$ cat src/rtl/cmdq_decoder.sv
module cmdq_decoder #(
  parameter int DEPTH  = 5,
  parameter int NBLK_W = 12,
  parameter int WCNT_W = 13
) (
  input  logic              clk,
  input  logic              rst_n,
  input  logic              cmd_wr,
  input  logic [31:0]       cmd_data,
  output logic              q_empty,
  output logic              eng_busy,
  input  logic [2:0]        int_en,
  input  logic [2:0]        int_clr,
  output logic [2:0]        int_stat,
  output logic              irq,
  output logic              dma_setup,
  output logic [31:0]       op_addr,
  output logic              eng_start,
  output logic [NBLK_W-1:0] eng_nblk_m1,
  input  logic              eng_done,
  output logic              mdma_start,
  output logic              mdma_to_ext,
  output logic [WCNT_W-1:0] mdma_words,
  input  logic              mdma_done,
  output logic              key_load,
  output logic [1:0]        key_tbl_sel,
  output logic              key_ram_sel,
  output logic [2:0]        key_slot
);
  localparam int PW = $clog2(DEPTH);
  localparam int CW = $clog2(DEPTH + 1);
  localparam logic [CW-1:0] FULL = CW'(DEPTH);
  localparam logic [5:0] OP_DMA = 6'h10, OP_ENG = 6'h0E, OP_CMPL = 6'h11,
                         OP_KEY = 6'h15, OP_MDMA = 6'h22;

  typedef enum logic [1:0] {S_IDLE, S_OPND, S_ENG, S_MDMA} st_t;

  logic [31:0]   mem [DEPTH];
  logic [PW-1:0] wp, rp;
  logic [CW-1:0] cnt;
  st_t           st;
  logic          opnd_mdma;
  logic          push, pop;
  logic [31:0]   head;
  logic [5:0]    op;
  logic [2:0]    int_set;

  function automatic logic [PW-1:0] nxt(input logic [PW-1:0] p);
    return (p == PW'(DEPTH - 1)) ? '0 : p + 1'b1;
  endfunction

  assign head     = mem[rp];
  assign op       = head[31:26];
  assign q_empty  = (cnt == '0);
  assign push     = cmd_wr && (cnt != FULL);
  assign pop      = (st == S_IDLE || st == S_OPND) && !q_empty;
  assign eng_busy = (st == S_ENG) || (st == S_MDMA);
  assign irq      = |(int_stat & int_en);

  always_comb begin
    int_set    = '0;
    int_set[2] = cmd_wr && (cnt == FULL);
    if (pop && st == S_IDLE) begin
      int_set[1] = (op == OP_CMPL);
      int_set[0] = !(op inside {OP_DMA, OP_ENG, OP_CMPL, OP_KEY, OP_MDMA});
    end
  end

  always_ff @(posedge clk)
    if (push) mem[wp] <= cmd_data;

  always_ff @(posedge clk) begin
    if (!rst_n) begin
      wp <= '0; rp <= '0; cnt <= '0; st <= S_IDLE; opnd_mdma <= 1'b0;
      int_stat <= '0;
      dma_setup <= 1'b0; eng_start <= 1'b0; mdma_start <= 1'b0; key_load <= 1'b0;
      op_addr <= '0; eng_nblk_m1 <= '0; mdma_to_ext <= 1'b0; mdma_words <= '0;
      key_tbl_sel <= '0; key_ram_sel <= 1'b0; key_slot <= '0;
    end else begin
      dma_setup <= 1'b0; eng_start <= 1'b0; mdma_start <= 1'b0; key_load <= 1'b0;
      if (push) wp <= nxt(wp);
      if (pop)  rp <= nxt(rp);
      cnt      <= cnt + CW'(push) - CW'(pop);
      int_stat <= (int_stat & ~int_clr) | int_set;
      case (st)
        S_IDLE: if (pop) begin
          case (op)
            OP_DMA: begin opnd_mdma <= 1'b0; st <= S_OPND; end
            OP_MDMA: begin
              opnd_mdma   <= 1'b1;
              mdma_to_ext <= head[25];
              mdma_words  <= head[12 +: WCNT_W];
              st          <= S_OPND;
            end
            OP_ENG: begin
              eng_start   <= 1'b1;
              eng_nblk_m1 <= head[NBLK_W-1:0];
              st          <= S_ENG;
            end
            OP_KEY: begin
              key_load    <= 1'b1;
              key_tbl_sel <= head[25:24];
              key_ram_sel <= head[23];
              key_slot    <= head[19:17];
            end
            default: ;
          endcase
        end
        S_OPND: if (pop) begin
          op_addr <= head;
          if (opnd_mdma) begin mdma_start <= 1'b1; st <= S_MDMA; end
          else begin dma_setup <= 1'b1; st <= S_IDLE; end
        end
        S_ENG:  if (eng_done)  st <= S_IDLE;
        S_MDMA: if (mdma_done) st <= S_IDLE;
        default: st <= S_IDLE;
      endcase
    end
  end

  a_r2_count_bound: assert property (@(posedge clk) disable iff (!rst_n)
    cnt <= FULL);
  a_r2_overflow_flag: assert property (@(posedge clk) disable iff (!rst_n)
    (cmd_wr && cnt == FULL) |=> int_stat[2]);
  a_r3_single_strobe: assert property (@(posedge clk) disable iff (!rst_n)
    $onehot0({dma_setup, eng_start, mdma_start, key_load}));
  a_r4_busy_with_start: assert property (@(posedge clk) disable iff (!rst_n)
    eng_start |-> eng_busy);
  a_r4_busy_release: assert property (@(posedge clk) disable iff (!rst_n)
    $fell(eng_busy) |-> $past(eng_done || mdma_done));
  a_r11_empty_stays: assert property (@(posedge clk) disable iff (!rst_n)
    (q_empty && !cmd_wr) |=> q_empty);
endmodule

$ cat config.mk
export PLATFORM = sky130hd
export DESIGN_NAME = cmdq_decoder
export DESIGN_NICKNAME = d
export VERILOG_FILES = /design/src/rtl/cmdq_decoder.sv
export SDC_FILE = /design/constraint.sdc
export NUM_CORES = 1
export LEC_CHECK = 0
export ABC_AREA = 1
export CAP_MARGIN = 20
export CELL_PAD_IN_SITES_DETAIL_PLACEMENT = 2
export CELL_PAD_IN_SITES_GLOBAL_PLACEMENT = 2
export CORE_MARGIN = 2
export CORE_UTILIZATION = 33
export CTS_CLUSTER_SIZE = 14
export DETAILED_ROUTE_END_ITERATION = 12
export HOLD_SLACK_MARGIN = 0.03
export PLACE_DENSITY = 0.78
export SYNTH_ARGS = -nofsm -noshare
export SYNTH_HDL_FRONTEND = slang
export SYNTH_SLANG_ARGS = --single-unit
$ cat constraint.sdc
create_clock -name clk -period 5.7 [get_ports clk]
set_input_delay 1.71 -clock clk [delete_from_list [all_inputs] [get_ports clk]]
set_output_delay 1.71 -clock clk [all_outputs]
set_load 0.02 [all_outputs]
== Yosys cells after proc, flatten, opt, wreduce, memory -nomap -nowiden ==
Memory sizes are Yosys's and may differ from the RTL's. A register that Yosys moved wholly into a read port is not among the register bits.
Index checks and enable logic that the tools add are counted.
Cells by class
  bitwise operators: 4
  equality and inequality tests: 17
  reduce and logical (&&, ||, !) cells: 22
  add/sub/neg operators: 4
  mux-type cells: 19
Operator list (count)
  equality test 6 x 5 -> 1 bit, second input constant: 3
  AND reduction 3 bit: 6
  two-way mux 2 bit: 6
  two-way mux 3 bit: 4
  equality test 3 bit, second input constant: 3
  != test 2 bit, second input constant: 4
  case mux 2 bit (4 select lines): 1
  adder 3 x 1 -> 3 bit, second input constant: 2
  bitwise AND 3 bit: 2
  equality test 6 x 4 -> 1 bit, second input constant: 1
  equality test 6 bit, second input constant: 1
  two-way mux 1 bit: 6
  AND reduction 5 bit: 1
  nonzero test 5 bit: 1
  equality test 2 bit, second input constant: 2
  logical AND 1 bit: 4
  case mux 2 bit (2 select lines): 1
  adder 3 x 1 -> 3 bit: 1
  logical NOT 3 bit: 1
  != test 3 x 2 -> 1 bit, second input constant: 1
  != test 3 bit, second input constant: 1
  inverter 3 bit: 1
  bitwise OR 3 bit: 1
  OR reduction 3 bit: 1
  other kinds (9): 11
Word-level totals
  memories kept: 1
  flip-flop bits (word level): 83
  logic and storage cells: 84
  output and inout bits: 74
  bits of input ports: 43
  bits in writable memories: 160
Memory list
  mem: depth 5, width 32, rd ports 1, clocked after memory_dff 1, write ports 1, line 38  | logic [31:0] mem [DEPTH];

== Longest topological paths before layout ==
  depth after elaboration: 6
  depth in mapped cells: 15
  gate-level depth less buffers: 14

== Worst setup path after synthesis ==
Ideal clock, no wire load.
  kind: input to register
  start: input cmd_wr
  end: memory mem[4][0] (enable)
  data required time: 5.198 ns
  path buffers: 1
  stages on the path: 3
  library setup time: 0.502 ns
  arrival time: 5.023 ns
  slack: 0.176 ns
  cell sequence: nand2_1 -> clkbuf_1 -> nor4_1
On the way
  word-level cells in the longest chain between the ends: 3
RTL lines
  start: declaration: line 8  | input logic cmd_wr,
  logical AND 1 bit: line 55  | assign push = cmd_wr && (cnt != FULL);
  two-way mux 1 bit: line 70  | if (push) mem[wp] <= cmd_data;
  two-way mux 1 bit (implied by the code): line 70
  end: declaration: line 38
Every way passes these cells.

== Worst setup path in the final report ==
  start: input int_en[0]
  end: output irq
On the way
  word-level cells in the longest chain between the ends: 2
RTL lines
  start: declaration: line 12  | input logic [2:0] int_en,
  bitwise AND 3 bit: line 58  | assign irq = |(int_stat & int_en);
  OR reduction 3 bit: line 58
  end: declaration: line 15  | output logic irq,
Every way passes these cells.

==> reports/metrics.yaml <==
outcome:
  run_status: "finished, final reports clean"
clocking:
  cts_tree: "yes"
  cts_root_buf: "clkbuf_16"
  cts_resized: 0
  h-tree-depth: 1
  cts_buffers: 27
  worstSkewPairLatency_ps: 540
  cts_setup_buffers: 0
  clkSlewWorstSetupHoldPaths_ps: 60
  cts_hold_buf: 0
  cts_buffer_depth: 3
  clock_sinks: 246
flow_run:
  drv_cap: 0
worst_setup_path:
  worstPathMaxFanout: 1
  cp_top_family: "buffers and inverters"
  regToRegSetupSlack_ps: 2200
  crit_cells: 4
  crit_type: "in -> out"
  max_stage_delay_ps: 600
  rr_worst_depth: 10
  critPathArrivalTime_ps: 2900
  cp_num_buf_inv: 2
  path_cells: "clkdlybuf4s50_1 > nand2_1 > nand3_1 > clkdlybuf4s50_1"
  slowest_stage: "clkdlybuf4s50_1"
  crit_top_cell: "clkdlybuf4s50_1"
  required_ps: 3990
  cp-end-kind: "output port"
  crit_start: "int_en[0]"
  start_kind: "input pin"
  rr_endpoint: "eng_nblk_m1[8]$_SDFFE_PN0P_"
placed_design:
  globalplace.congestion: 0.713
  dp_cells: 1351
  placed_area_um2: 11200
  hpwl_um: 18700
  port_buffers: 116
synthesis:
  synth_xor_area_frac: 0.00182
  syn_inst: 883
  yosysTopAreaCell: "edfxtp_1"
  synth-seq-cells: 246
  synth_mux_area_frac: 0.00519
  syn_avg_cell_area_um2: 10.9
  syn_nets: 933
  synth_cell_type_count: 38
  synth_top_area_frac: 0.498
  synthSimpleGateAreaFrac: 0.148
  syn_area_um2: 9640
  synth_top_family_by_area: "simple AND/OR/NAND/NOR gates"
  ys_top_cells_by_area: "edfxtp_1 (50%), dfxtp_1 (18%), nand2_1 (5.7%)"
  synth_compound_gate_area_share: 0.110
  yosysWarnings: 0
  yosysSeqAreaShare: 0.677
  synth_adder_area_share: 0.00986
pwr:
  max-vdd-ir-drop_v: 0.000186
  power.total_mw: 5.42
  power_leakage_nw: 4.42
  power_density_nw_per_um2: 450
routing:
  wl_per_cell_um: 20.8
  top_layer_used: "met4"
  met1Wirelength_um: 12300
  antenna_left: 0
  wl_met3_um: 1070
  routed_wl_um: 29100
  vias_per_cell: 5.00
  wl_met2_um: 15200
  drtPass1Iterations: 4
  drc: 0
  vias: 7006
  first_iter_violations: 392
die:
  pin_count: 117
  die-area_um2: 30600
  die_y_um: 175
  core_um2: 28700
  fp.dieW_um: 175
  start_util: 0.336
  rows: 62
grt:
  grt_use_total: 0.194
  antenna_found_initial: 0
  grt_max_degree: 67
  grt_pass1_wl_um: 46000
  overflow: 0
  grt_pass1_vias: 7986
sta:
  slew_headroom: 0.376
  fmax_mhz: 217
  drv_slew: 0
  tns_ps: 0
  period_share: 0.809
  hold_violations: 0
  rsz0062_at_grt: "false"
  fin_crit_ps: 4610
  setup_viol: 0
  clock_skew_ps: 20.7
  worst_pin_slew_ps: 930
final_layout:
  area_delta_synth_final_pct: 24.7
  fillers: 2981
  layout_commonest_cell: "edfxtp_1"
  diodes: 0
  final_nets: 1046
  postLayoutCoreUtil: 0.419
  layout_common_cells: "edfxtp_1 (160), nand2_1 (146), clkdlybuf4s50_1 (115), nor2_1 (106), o21ai_0 (102)"
  final_area_um2: 12000
  drive_gt1_frac: 0.100
  stdcell_count: 1400
min_path:
  min_from: "opnd_mdma$_SDFFE_PN0P_"
  hold_path_end: "dma_setup$_SDFF_PN0_"
  min_path_cells: 1
  hold_path.class: "reg -> reg"
==> cells by family (layout without fill, tap and decap cells) <==
logic type / count (synthesis) / after routing
multiplexers: 5 / 5
XOR/XNOR: 2 / 2
AND/OR/NAND/NOR: 319 / 319
flip-flops: 246 / 246
AO/OA/AOI/OAI: 199 / 199
adder cells (fa/ha/maj): 7 / 7
buffers and inverters: 105 / 238
==> Yosys cell counts, drive strengths merged <==
cell	instances
a21oi	31
a31oi	22
buf	21
clkbuf	25
clkinv	2
dfxtp	86
edfxtp	160
fa	1
ha	6
inv	57
mux2i	5
nand2	152
nand3	24
nand4	2
nor2	122
nor3	7
nor4	1
o21ai	119
o22ai	27
or2	11
xnor2	2
==> worst register-to-register path, delay by kind of cell, from the launching register on <==
family	cells	cell delay [ps]
buf+inv	2	930
flops	1	930
simple gates	8	1520
==> power breakdown <==
| group | internal, mW | leakage [nW] | switching, mW |
|---|---|---|---|
| clock network | 0.943 | 0.409 | 0.711 |
| registers | 2.07 | 2.16 | 0.122 |
| logic | 0.497 | 1.85 | 1.07 |
==> metrics by stage <==
| step | worst slack (ps) | hold WS [ps] |
|---|---|---|
| finish | 1090 | 473 |
| global placement | 1090 | 455 |
| floorplan | 176 | 415 |
| global route | 1040 | 506 |
| CTS | 1070 | 481 |
| detailed placement | 1080 | 468 |
==> worst max path at each step <==
stage | to | slack, ps
6_report | irq | 1090
5_1_grt | irq | 1040
4_1_cts | irq | 1070
3_5_place_dp | irq | 1080
3_3_place_gp | irq | 1090
2_1_floorplan | mem[4][0]$_DFFE_PP_ | 180
==> layer usage <==
metal | vias up | track usage
met5 | - | 0
met4 | 0 | 0.0476
met3 | 43 | 0.0287
met2 | 135 | 0.359
met1 | 3563 | 0.236
li1 | 3265 | -
==> sequential cells by signal (all words and copies together), names as in the netlist, 2 cells and up, named ones only <==
register	cells
cnt	3
eng_nblk_m1	12
int_stat	3
key_slot	3
key_tbl_sel	2
mdma_words	13
mem	160
op_addr	32
rp	3
st	2
wp	3
==> final cells by class <==
class | instances | area (um^2) | area share
Timing Repair Buffer | 130 | 1270 | 0.106
Clock inverter | 14 | 105 | 0.00874
Sequential cell | 246 | 6530 | 0.543
Inverter | 59 | 221 | 0.0184
Multi-Input combinational cell | 532 | 2690 | 0.224
Clock buffer | 35 | 726 | 0.0604
Tap cell | 384 | 480 | 0.0400
Power figures use the tool's default switching activity.
